File: config.mk
export PLATFORM = sky130hd
export DESIGN_NAME = spi_crc_guard
export DESIGN_NICKNAME = d
export VERILOG_FILES = /design/src/rtl/spi_crc_pkg.sv /design/src/rtl/spi_crc_rx.sv /design/src/rtl/spi_crc_fault.sv /design/src/rtl/spi_crc_tx.sv /design/src/rtl/spi_crc_guard.sv
export SDC_FILE = /design/constraint.sdc
export NUM_CORES = 1
export LEC_CHECK = 0
export BUFFER_PORTS_ARGS = -buffer_cell sky130_fd_sc_hd__buf_2
export CAP_MARGIN = 15
export CORE_MARGIN = 3
export CORE_UTILIZATION = 25
export CTS_CLUSTER_DIAMETER = 120
export DETAILED_ROUTE_END_ITERATION = 8
export PLACE_DENSITY = 0.42
export SYNTH_ARGS = -nofsm -noshare
export SYNTH_HDL_FRONTEND = slang
export SYNTH_HIERARCHICAL = 1
export SYNTH_SLANG_ARGS = --single-unit
File: constraint.sdc
create_clock -name clk -period 3.7 [get_ports clk]
set_input_delay 0.37 -clock clk [delete_from_list [all_inputs] [get_ports clk]]
set_output_delay 0.37 -clock clk [all_outputs]
set_load 0.03 [all_outputs]
File: src/rtl/spi_crc_pkg.sv
package spi_crc_pkg;
  localparam int PAY_W  = 24;
  localparam int CRC_W  = 8;
  localparam logic [CRC_W-1:0] CRC_POLY = 8'h07;

  function automatic logic [CRC_W-1:0] crc_step(input logic [CRC_W-1:0] c, input logic b);
    logic fb;
    fb = c[CRC_W-1] ^ b;
    return {c[CRC_W-2:0], 1'b0} ^ ({CRC_W{fb}} & CRC_POLY);
  endfunction

  function automatic logic [CRC_W-1:0] crc_word(input logic [PAY_W-1:0] d);
    logic [CRC_W-1:0] c;
    c = '0;
    for (int i = PAY_W - 1; i >= 0; i--) c = crc_step(c, d[i]);
    return c;
  endfunction
endpackage

File: src/rtl/spi_crc_rx.sv
module spi_crc_rx
  import spi_crc_pkg::*;
(
  input  logic             clk,
  input  logic             rst_n,
  input  logic             crc_en,
  input  logic             csn,
  input  logic             rx_valid,
  input  logic             rx_bit,
  output logic             rx_ready,
  output logic             cmd_valid,
  input  logic             cmd_ready,
  output logic [PAY_W-1:0] cmd_data,
  output logic             crc_err,
  output logic             frame_bad
);
  localparam int FRM_W = PAY_W + CRC_W;
  localparam int BCW   = $clog2(FRM_W + 1);

  logic [BCW-1:0]   bit_cnt;
  logic [CRC_W-1:0] crc_q, crc_n;
  logic [PAY_W-1:0] sh_q, sh_n;
  logic [BCW-1:0]   last_idx;
  logic             accept, last;

  assign rx_ready  = ~cmd_valid;
  assign accept    = rx_valid & rx_ready & ~csn;
  assign last_idx  = crc_en ? BCW'(FRM_W - 1) : BCW'(PAY_W - 1);
  assign last      = accept & (bit_cnt == last_idx);
  assign crc_n     = crc_step(crc_q, rx_bit);
  assign sh_n      = {sh_q[PAY_W-2:0], rx_bit};
  assign frame_bad = last & crc_en & (crc_n != '0);

  always_ff @(posedge clk or negedge rst_n) begin
    if (!rst_n) begin
      bit_cnt <= '0;
      crc_q   <= '0;
      sh_q    <= '0;
    end else if (csn) begin
      bit_cnt <= '0;
      crc_q   <= '0;
    end else if (accept) begin
      if (bit_cnt < BCW'(PAY_W)) sh_q <= sh_n;
      if (last) begin
        bit_cnt <= '0;
        crc_q   <= '0;
      end else begin
        bit_cnt <= bit_cnt + 1'b1;
        crc_q   <= crc_n;
      end
    end
  end

  always_ff @(posedge clk or negedge rst_n) begin
    if (!rst_n) begin
      cmd_valid <= 1'b0;
      cmd_data  <= '0;
      crc_err   <= 1'b0;
    end else begin
      if (last) crc_err <= frame_bad;
      if (last && !frame_bad) begin
        cmd_valid <= 1'b1;
        cmd_data  <= crc_en ? sh_q : sh_n;
      end else if (cmd_ready) begin
        cmd_valid <= 1'b0;
      end
    end
  end

  AST_CMD_HOLD: assert property (@(posedge clk) disable iff (!rst_n)
    cmd_valid && !cmd_ready |=> cmd_valid && $stable(cmd_data));
  AST_BAD_BLOCKS: assert property (@(posedge clk) disable iff (!rst_n)
    frame_bad |=> !cmd_valid && crc_err);
  AST_NO_ERR_UNCHECKED: assert property (@(posedge clk) disable iff (!rst_n)
    last && !crc_en |=> !crc_err && cmd_valid);
endmodule

File: src/rtl/spi_crc_fault.sv
module spi_crc_fault #(
  parameter int CNT_W = 4
) (
  input  logic             clk,
  input  logic             rst_n,
  input  logic             bad,
  input  logic             clr,
  input  logic [CNT_W-1:0] limit,
  input  logic             mask,
  output logic [CNT_W-1:0] cnt,
  output logic             fault,
  output logic             alarm_n
);
  localparam logic [CNT_W-1:0] CNT_MAX = {CNT_W{1'b1}};

  logic [CNT_W-1:0] base, cnt_n;
  logic             fault_n;

  always_comb begin
    base    = clr ? '0 : cnt;
    cnt_n   = (bad && base != CNT_MAX) ? base + 1'b1 : base;
    fault_n = (clr ? 1'b0 : fault) | (bad && cnt_n >= limit);
  end

  always_ff @(posedge clk or negedge rst_n) begin
    if (!rst_n) begin
      cnt   <= '0;
      fault <= 1'b0;
    end else begin
      cnt   <= cnt_n;
      fault <= fault_n;
    end
  end

  assign alarm_n = ~(fault & ~mask);

  AST_CNT_SAT: assert property (@(posedge clk) disable iff (!rst_n)
    cnt == CNT_MAX && !clr |=> cnt == CNT_MAX);
  AST_FAULT_STICKY: assert property (@(posedge clk) disable iff (!rst_n)
    fault && !clr |=> fault);
  AST_FAULT_CAUSE: assert property (@(posedge clk) disable iff (!rst_n)
    $rose(fault) |-> $past(bad));
  AST_CLR_WIPES: assert property (@(posedge clk) disable iff (!rst_n)
    clr && !bad |=> cnt == '0 && !fault);
endmodule

File: src/rtl/spi_crc_tx.sv
module spi_crc_tx
  import spi_crc_pkg::*;
(
  input  logic                   crc_en,
  input  logic                   rd_valid,
  output logic                   rd_ready,
  input  logic [PAY_W-1:0]       rd_data,
  output logic                   tx_valid,
  input  logic                   tx_ready,
  output logic [PAY_W+CRC_W-1:0] tx_frame
);
  assign tx_valid = rd_valid;
  assign rd_ready = tx_ready;
  assign tx_frame = {rd_data, crc_en ? crc_word(rd_data) : {CRC_W{1'b0}}};
endmodule

File: src/rtl/spi_crc_guard.sv
module spi_crc_guard
  import spi_crc_pkg::*;
#(
  parameter int               CNT_W     = 4,
  parameter logic [CNT_W-1:0] LIMIT_RST = CNT_W'(8)
) (
  input  logic                   clk,
  input  logic                   rst_n,
  input  logic                   cfg_we,
  input  logic                   cfg_crc_en,
  input  logic [CNT_W-1:0]       cfg_limit,
  input  logic                   csn,
  input  logic                   rx_valid,
  input  logic                   rx_bit,
  output logic                   rx_ready,
  output logic                   cmd_valid,
  input  logic                   cmd_ready,
  output logic [PAY_W-1:0]       cmd_data,
  output logic                   frm_crc_err,
  output logic [CNT_W-1:0]       err_cnt,
  output logic                   crc_fault,
  input  logic                   fault_mask,
  output logic                   alarm_n,
  input  logic                   stat_clr,
  input  logic                   rd_valid,
  output logic                   rd_ready,
  input  logic [PAY_W-1:0]       rd_data,
  output logic                   tx_valid,
  input  logic                   tx_ready,
  output logic [PAY_W+CRC_W-1:0] tx_frame
);
  logic             crc_en_q;
  logic [CNT_W-1:0] limit_q;
  logic             frame_bad;

  always_ff @(posedge clk or negedge rst_n) begin
    if (!rst_n) begin
      crc_en_q <= 1'b1;
      limit_q  <= LIMIT_RST;
    end else if (cfg_we) begin
      crc_en_q <= cfg_crc_en;
      limit_q  <= cfg_limit;
    end
  end

  spi_crc_rx u_rx (
    .clk(clk), .rst_n(rst_n), .crc_en(crc_en_q), .csn(csn),
    .rx_valid(rx_valid), .rx_bit(rx_bit), .rx_ready(rx_ready),
    .cmd_valid(cmd_valid), .cmd_ready(cmd_ready), .cmd_data(cmd_data),
    .crc_err(frm_crc_err), .frame_bad(frame_bad)
  );

  spi_crc_fault #(.CNT_W(CNT_W)) u_fault (
    .clk(clk), .rst_n(rst_n), .bad(frame_bad), .clr(stat_clr),
    .limit(limit_q), .mask(fault_mask), .cnt(err_cnt),
    .fault(crc_fault), .alarm_n(alarm_n)
  );

  spi_crc_tx u_tx (
    .crc_en(crc_en_q), .rd_valid(rd_valid), .rd_ready(rd_ready),
    .rd_data(rd_data), .tx_valid(tx_valid), .tx_ready(tx_ready),
    .tx_frame(tx_frame)
  );

  AST_ALARM_LEVEL: assert property (@(posedge clk) disable iff (!rst_n)
    !alarm_n |-> crc_fault && !fault_mask);
endmodule

Yosys cells after proc, flatten, opt, wreduce, memory -nomap -nowiden

Cells that the tools add are included.

Add/sub/neg operators: 2
Multiply operators: 0
Divide/modulo/power cells: 0
$lt $le $gt $ge: 2
Equality and inequality tests: 2
Shifts and indexed selects: 0
Muxes and demuxes: 14
Bitwise operators: 58
Reductions and logical operators: 8

Operators by type and width:

| operator            | number |
|---|---|
| $xor 8x3->8         | 23 |
| $mux 8              | 4 |
| $mux 24             | 1 |
| $xor 1x1->1         | 22 |
| $mux 6              | 3 |
| $mux 4              | 3 |
| $reduce_bool 8->1   | 1 |
| $add 6x1->6 const B | 1 |
| $and 1x1->1         | 6 |
| $eq 6x6->1          | 1 |
| $lt 6x5->1 const B  | 1 |
| $add 4x1->4 const B | 1 |
| $ge 4x4->1          | 1 |
| $ne 4x4->1 const B  | 1 |
| $not 1->1           | 4 |
| $reduce_bool 2->1   | 2 |
| $xor 4x3->4         | 1 |
| $logic_and 1x1->1   | 3 |
| $mux 1              | 3 |
| $reduce_and 3->1    | 1 |
| $logic_not 1->1     | 1 |
| $or 1x1->1          | 1 |
| $xor 1x1->1 const A | 1 |

Bits in registers: 74
Bits in latches: 0
Memory bits (writable): 0
Memory bits (read-only): 0
Bits of input ports: 40
Output and inout port bits: 67
Logic and storage cells: 96
Memories kept: 0

Logic depth before layout (Yosys ltp)

Gate-level depths: netlist of run 1.

Depth after elaboration: 45
Depth in mapped cells: 12
Gate-level depth less buffers: 12

By module

The synthesis of run 1 kept the hierarchy.

By module, submodules not included:

| module        | instances | cells an instance | area each (sq um) | sequential area each (sq um) |
|---|---|---|---|---|
| spi_crc_rx    | 1         | 195               | 2917.8            | 1601.5 |
| spi_crc_tx    | 1         | 84                | 888.4             | 0.0 |
| spi_crc_fault | 1         | 36                | 371.6             | 125.1 |
| spi_crc_guard | 1         | 10                | 183.9             | 127.6 |

Worst setup path before layout of run 1

Ideal clock, no wire load.

Path type: register to register
Start point: reg u_rx.crc_q[7]
End point: reg u_fault.fault
Setup time: 124 ps
Arrival: 2508 ps
Required time: 3576 ps
Setup slack: 1068 ps
Cell stages (with the launch flop): 12
Path buffers: 0
Period minus slack after synthesis: 2632 ps
Cell sequence: dfrtp_1 > xnor2_1 > ha_1 > or4b_1 > o41ai_2 > nor2_1 > nand4_1 > mux2i_1 > ha_1 > a21o_1 > a21oi_1 > o21ai_1

Word-level cells in the longest chain between the ends: 9

RTL lines:

| what                     | line                | RTL |
|---|---|---|
| start: declaration       | spi_crc_rx.sv:21    | `logic [CRC_W-1:0] crc_q, crc_n;` |
| start signal: assignment | spi_crc_rx.sv:49    | `crc_q <= crc_n;` |
| $xor 1x1->1              | spi_crc_pkg.sv:8    | `fb = c[CRC_W-1] ^ b;` |
| $xor 8x3->8              | spi_crc_pkg.sv:9    | `return {c[CRC_W-2:0], 1'b0} ^ ({CRC_W{fb}} & CRC_POLY);` |
| $reduce_bool 8->1        | spi_crc_rx.sv:32    | `assign frame_bad = last & crc_en & (crc_n != '0);` |
| $and 1x1->1              | spi_crc_rx.sv:32    |  |
| net frame_bad            | spi_crc_guard.sv:34 | `logic frame_bad;` |
| $logic_and 1x1->1        | spi_crc_fault.sv:21 | `cnt_n = (bad && base != CNT_MAX) ? base + 1'b1 : base;` |
| $mux 4                   | spi_crc_fault.sv:21 |  |
| net u_fault.cnt_n[3]     | spi_crc_fault.sv:16 | `logic [CNT_W-1:0] base, cnt_n;` |
| $ge 4x4->1               | spi_crc_fault.sv:22 | `fault_n = (clr ? 1'b0 : fault) \| (bad && cnt_n >= limit);` |
| $logic_and 1x1->1        | spi_crc_fault.sv:22 |  |
| $or 1x1->1               | spi_crc_fault.sv:22 |  |
| net u_fault.fault_n      | spi_crc_fault.sv:17 | `logic fault_n;` |
| end signal: assignment   | spi_crc_fault.sv:31 | `fault <= fault_n;` |
| end: declaration         | spi_crc_fault.sv:11 | `output logic fault,` |

The timed path passes the listed nets, and every way through them passes these cells.
A chain may end at the register's enable or synchronous reset.

Worst setup path in the final report of run 1

Same ends and word-level chain as after synthesis.

==> results of run 1 <==
==> power breakdown <==
| group | switching, W | internal, W |
|---|---|---|
| Combinational | 0.000367 | 0.000390 |
| Sequential | 0.0000823 | 0.000896 |
| Clock | 0.000387 | 0.000473 |
| Total | 0.000835 | 0.00176 |
==> how the worst max path moves through the flow <==
stage / end / slack, ns / cells after the start / start
CTS: u_fault/fault / 0.81 / 11 / u_rx/crc_q[7]
global route: u_fault/fault / 0.62 / 11 / u_rx/crc_q[7]
detailed placement: u_fault/fault / 0.69 / 12 / rx_bit
floorplan: u_fault/fault / 1.07 / 11 / u_rx/crc_q[7]
global placement: u_fault/fault / 0.77 / 12 / rx_bit
finish: u_fault/fault / 0.84 / 11 / u_rx/crc_q[7]
==> registers in the layout (all words and copies together), names as in the netlist <==
name / cells
u_fault/fault: 1
u_rx/cmd_data: 24
limit_q: 4
u_rx/bit_cnt: 6
u_fault/cnt: 4
u_rx/cmd_valid: 1
u_rx/crc_err: 1
u_rx/sh_q: 24
u_rx/crc_q: 8
crc_en_q: 1
==> logic make-up (layout without fill, tap and decap cells) <==
group           count (synthesis)  after routing  synth area share
compound gates                 24             24            0.0433
xor+xnor                       57             57             0.165
fa+ha+maj                       7              7            0.0201
buf+inv                        42            128            0.0677
flops                          74             74             0.425
mux                            80             80             0.223
simple gates                   41             41            0.0557
==> stage by stage <==
| stage | area [um^2] | cells | total power, W | hold WS [ns] | utilization |
|---|---|---|---|---|---|
| CTS | 5200 | 631 | 0.00266 | 0.185 | 0.309 |
| finish | 5200 | 631 | 0.00259 | 0.173 | 0.309 |
| floorplan | 4360 | 325 | 0.00158 | 0.0744 | - |
| global placement | 4910 | 615 | 0.00176 | 0.469 | 0.292 |
| detailed placement | 4910 | 615 | 0.00177 | 0.480 | 0.292 |
| global route | 5200 | 631 | 0.00276 | 0.199 | 0.309 |
==> synthesized netlist by cell type, drive strengths merged (3+ instances only) <==
| master | instances | area, um^2 |
|---|---|---|
| a22o | 9 | 81.3 |
| clkbuf | 7 | 26.3 |
| mux2 | 78 | 953 |
| nor2b | 3 | 21.3 |
| nand2 | 7 | 26.3 |
| nand3 | 4 | 20.0 |
| dfrtp | 72 | 1800 |
| and2 | 7 | 43.8 |
| a21o | 3 | 22.5 |
| xnor3 | 11 | 249 |
| xor2 | 13 | 129 |
| nor2 | 6 | 22.5 |
| a21oi | 4 | 20.0 |
| inv | 6 | 22.5 |
| buf | 29 | 246 |
| o21ai | 6 | 41.3 |
| nand2b | 5 | 38.8 |
| ha | 7 | 87.6 |
| xnor2 | 31 | 294 |
==> placed cells by master, fill, tap and decap left out, types with 7 or more instances in the layout <==
cell type / count
a22o_1: 7
xnor2_1: 28
nand2_1: 7
xor2_1: 11
clkbuf_16: 9
mux2_4: 20
dfrtp_1: 72
buf_2: 101
mux2_2: 58
and2_1: 7
xnor3_1: 10
ha_1: 7
==> cell type report <==
cell class                 instances  area, um^2
fill                            1793       11600
sequential                        74        1850
tap                              220         275
clock inverter                     7        65.1
multi-input combinational        209        2210
inverter                           6        22.5
timing repair buffer             106         543
clock buffer                       9         225
==> metal layers <==
layer	share of wire	wire length, um	up-vias	GRT usage
li1	-	-	1263	-
met5	0	0	-	0
met4	0.015	133	0	0.0328
met3	0.047	417	10	0.0314
met2	0.50	4400	68	0.162
met1	0.44	3900	1310	0.117
==> run_results.csv, run 1 <==
group,metric,value,unit
outcome,status,"completed",
clock_network,root_buffer,"clkbuf_16",
route,drc,0,
floorplanning,die_y,138,um
finish,antenna_cells,0,
worst_setup_path,worst_path_most_repeated_cell,"ha_1",
clock_network,ctsHoldBuffers,0,
timing,final_max_slew_viol_count,0,
timing,min_period,2.86,ns
pwr,powerDensity,499,mW/mm^2
finish,drive_gt1_frac,0.526,
pwr,vdd_drop_max,266,uV
yosys,yosysUniqueCellTypes,43,
worst_setup_path,max_stage_delay,0.45,ns
route,num_vias,2651,
hold_path,hp-class,"in2async",
pwr,leakage,2.69,nW
worst_setup_path,worstPathArrival,3.08,ns
yosys,synth_area,0.00436,mm^2
worst_setup_path,r2r_start,"u_rx/crc_q[7]",
global_route,grt_overflow_total,0,
clock_network,cts_made_buffers,9,
worst_setup_path,worstSetupPathType,"reg2reg",
route,dr.pass1.iters,4,
floorplanning,row_count,47,
worst_setup_path,reg2reg_setup_slack,0.84,ns
worst_setup_path,crit_required,3.92,ns
yosys,synth-seq-cells,74,
clock_network,htreeDepth,3,
global_route,track_usage,0.0966,
yosys,syn-mean-instance-area,13.4,um^2
global_route,antenna_found_initial,0,
worst_setup_path,crit_family,"simple AND/OR/NAND/NOR gates",
yosys,synth_ff_type,"dfrtp_1",
worst_setup_path,r2r_cells,11,
timing,setup_tns,0,ns
timing,hold_viol,0,
place,gp_congestion,0.757,
clock_network,cts_tree,"yes",
worst_setup_path,cp_slowest_cell,"or4b_1",
floorplanning,io_pins,107,
clock_network,worst_skew_pair.late_latency,0.35,ns
job,drv_cap,0,
worst_setup_path,cp_num_buf_inv,0,
clock_network,cts_setup_buffers,0,
clock_network,cts.sinks,74,
route,first_iter_violations,49,
worst_setup_path,setup.worst_path.start_class,"flip-flop",
finish,nNetsFinal,453,
route,postRouteAntennaNets,0,
place,dpl_worst_slack,0.695,ns
yosys,ys_seq_area_frac,0.425,
worst_setup_path,crit_path_end_kind,"flip-flop",
place,io_buffers,102,
floorplanning,core_area,0.0168,mm^2
floorplanning,initial_core_util,0.259,
place,dpl.hpwl,6330,um
worst_setup_path,r2r-end,"u_fault/fault",
worst_setup_path,path_max_fanout,6,
route,routedWlPerCell,14.0,um
global_route,grt_pass1_vias,2913,
timing,fin_crit_sh,0.773,
yosys,yosys_warnings,6,
timing,fmax,350,MHz
yosys,synthArstFlopShare,1.00,
floorplanning,dieArea,0.0191,mm^2
finish,area_growth,19.2,%
timing,setup_ws,0.840,ns
timing,fin_skew,0.0114,ns
timing,relSlewSlack,0.360,
route,wl,8850,um
yosys,synth_edf_count,0,
timing,setup_viol_count_final,0,
yosys,synth.net_count,372,
timing,worstMarginPinSlew,0.959,ns
clock_network,clockBufferDepth,2,
worst_setup_path,crit_chain,"xnor2_1 > ha_1 > or4b_1 > o41ai_2 > nor2_1 > nand4_1 > mux2i_1 > ha_1 > a21o_1 > a21oi_1 > o21ai_1",
global_route,grt_max_degree,75,
floorplanning,die_w,138,um
clock_network,cts-resized-gates,0,
yosys,synth_cells,325,
global_route,grt_pass1_wl,14900,um
timing,rsz0062_at_grt,"false",
clock_network,clk_pin_slew_worst_paths,0.06,ns
route,viasPerCell,4.20,
Note: power is estimated with default switching activity, not from simulation.
==> run 2, diff against run 1 <==
- PLACE_DENSITY: 0.42 -> 0.44
- clock period: 3.7 -> 2.3 ns (I/O delays scaled with it)
==> run 2 against run 1 <==
Net effect: the run now ends with setup timing left; combinational power up 85%; sequential share of layout area down 3.5 points; core utilization increased by 3.3 points; die area unchanged; cell area rose by 11%; non-clock buffer count grew 42; first-iteration DRC count up 35%; clock-buffer cell count increased by 1; worst setup slack got worse by 1.3 ns; clock skew down 0.0063 ns; critical endpoint unchanged; via count rose by 5.0%; wire length rose by 7.5%.
==> run_results.csv, run 2 (synthesized netlist as in run 1, its figures left out) <==
group,metric,value,unit
finish,area_growth,32.0,%
route,viasPerCell,4.14,
clock_network,cts_made_buffers,9,
route,dr.pass1.iters,4,
place,io_buffers,102,
route,first_iter_violations,66,
timing,setup_ws,-0.497,ns
floorplanning,core_area,0.0168,mm^2
floorplanning,die_w,138,um
floorplanning,io_pins,107,
pwr,vdd_drop_max,412,uV
route,wl,9520,um
timing,setup_viol_count_final,25,
global_route,antenna_found_initial,0,
finish,biggestRegsByFlops,"u_rx/cmd_data: 24 flops, u_rx/sh_q: 24 flops, u_rx/crc_q: 8 flops",
floorplanning,dieArea,0.0191,mm^2
worst_setup_path,crit_path_end_kind,"flip-flop",
outcome,status,"finished, violations left",
global_route,grt_overflow_total,0,
global_route,grt_max_degree,42,
route,drc,0,
timing,fmax,358,MHz
place,gp_congestion,0.772,
route,postRouteAntennaNets,0,
clock_network,worst_skew_pair.late_latency,0.33,ns
timing,relSlewSlack,0.693,
outcome,violations,"setup timing",
clock_network,cts.sinks,74,
clock_network,cts_tree,"yes",
finish,drive_gt1_frac,0.592,
timing,fin_crit_sh,1.22,
timing,setup_tns,-3.86,ns
worst_setup_path,path_max_fanout,5,
route,num_vias,2783,
place,dpl_worst_slack,-0.525,ns
place,dpl.hpwl,6490,um
global_route,grt_pass1_wl,15600,um
global_route,grt_pass1_vias,3023,
finish,final_cell_mix,"98 x buf_2, 72 x dfrtp_1, 58 x mux2_2",
timing,fin_skew,0.00513,ns
worst_setup_path,crit_required,2.52,ns
hold_path,hp-class,"in2reg",
clock_network,clk_pin_slew_worst_paths,0.06,ns
finish,antenna_cells,0,
clock_network,htreeDepth,3,
finish,final.fill_count,1725,
floorplanning,row_count,47,
timing,worstMarginPinSlew,0.457,ns
worst_setup_path,setup.worst_path.start_class,"flip-flop",
worst_setup_path,worstSetupPathType,"reg2reg",
clock_network,root_buffer,"clkbuf_16",
timing,min_period,2.80,ns
worst_setup_path,worstPathArrival,3.02,ns
clock_network,clockBufferDepth,2,
pwr,leakage,2.98,nW
timing,final_max_slew_viol_count,0,
timing,hold_viol,0,
floorplanning,die_y,138,um
job,drv_cap,0,
global_route,track_usage,0.101,
finish,nNetsFinal,495,
route,routedWlPerCell,14.1,um
floorplanning,initial_core_util,0.259,
timing,rsz0062_at_grt,"true",
pwr,powerDensity,781,mW/mm^2
finish,final_common_cell,"buf_2",
[run 2: changes by cell type in the layout (fill, tap and decap cells not counted), sizes merged]
| cell | previous run | this run |
|---|---|---|
| clkbuf | 9 | 10 |
| bufinv | 0 | 2 |
| clkinvlp | 1 | 2 |
| dlygate4sd3 | 0 | 1 |
| inv | 12 | 7 |
| buf | 106 | 147 |
| clkinv | 0 | 1 |
[run 2: metal layers]
layer / up-vias / track usage / wire, um
met5: - / 0 / 0
met4: 0 / 0.0286 / 100
met3: 7 / 0.0369 / 524
met2: 80 / 0.173 / 4690
met1: 1351 / 0.120 / 4200
li1: 1345 / - / -
[run 2: layout make-up]
cell class	count	area (um^2)	area share
clock buffers	10	239	0.0415
well taps	220	275	0.0478
clock inverters	6	88.8	0.0154
flip-flops and latches	74	1850	0.322
repair buffers	148	961	0.167
inverters	6	22.5	0.00391
multi-input cells	209	2320	0.403
[run 2: report_power, final]
| part | internal [W] | switching [W] |
|---|---|---|
| combinational | 0.000757 | 0.000642 |
| sequential | 0.00144 | 0.000121 |
| clock | 0.000981 | 0.000555 |
[run 2: worst max-delay path, cell delays in order, from the launching register on]
cell and delay [ns]:
dfrtp_1 0.40, xnor2_2 0.16, ha_2 0.19, or4b_4 0.47, o41ai_4 0.22, buf_4 0.18, nor2_4 0.05, nand4_1 0.11
mux2i_1 0.24, ha_1 0.28, a21o_1 0.19, a21oi_2 0.13, o21ai_1 0.07
[run 2: per-stage QoR]
step / utilization / cell area [um^2] / cells / power [W] / hold slack (ns)
floorplan: - / 4360 / 325 / 0.00254 / -0.0656
global placement: 0.307 / 5170 / 646 / 0.00287 / 0.216
detailed placement: 0.307 / 5170 / 646 / 0.00288 / 0.217
CTS: 0.335 / 5630 / 669 / 0.00448 / 0.0644
global route: 0.342 / 5760 / 673 / 0.00475 / 0.0900
finish: 0.342 / 5760 / 673 / 0.00450 / 0.0746
[run 2: worst paths after layout]
kind                               start                to  slack [ns]  depth (start not counted)
max in group asynchronous          rst_n          crc_en_q        1.29                          3
min reg2reg                u_rx/crc_q[0]     u_rx/crc_q[0]        0.49                          2
max                        u_rx/crc_q[7]     u_fault/fault       -0.50                         12
max reg2reg                u_rx/crc_q[7]     u_fault/fault       -0.50                         12
min in group asynchronous          rst_n  u_rx/cmd_data[8]        0.37                          2
min                            cmd_ready    u_rx/cmd_valid        0.07                          2
[run 2: repair_timing]
action | CTS | global route
pin swaps | 2 | 7
hold endpoints to repair | 33 | 0
gates cloned | 3 | 0
hold buffers | 1 | 0
setup buffers | 3 | 5
endpoints found under the setup margin | 16 | 30
gates resized for setup | 8 | 17
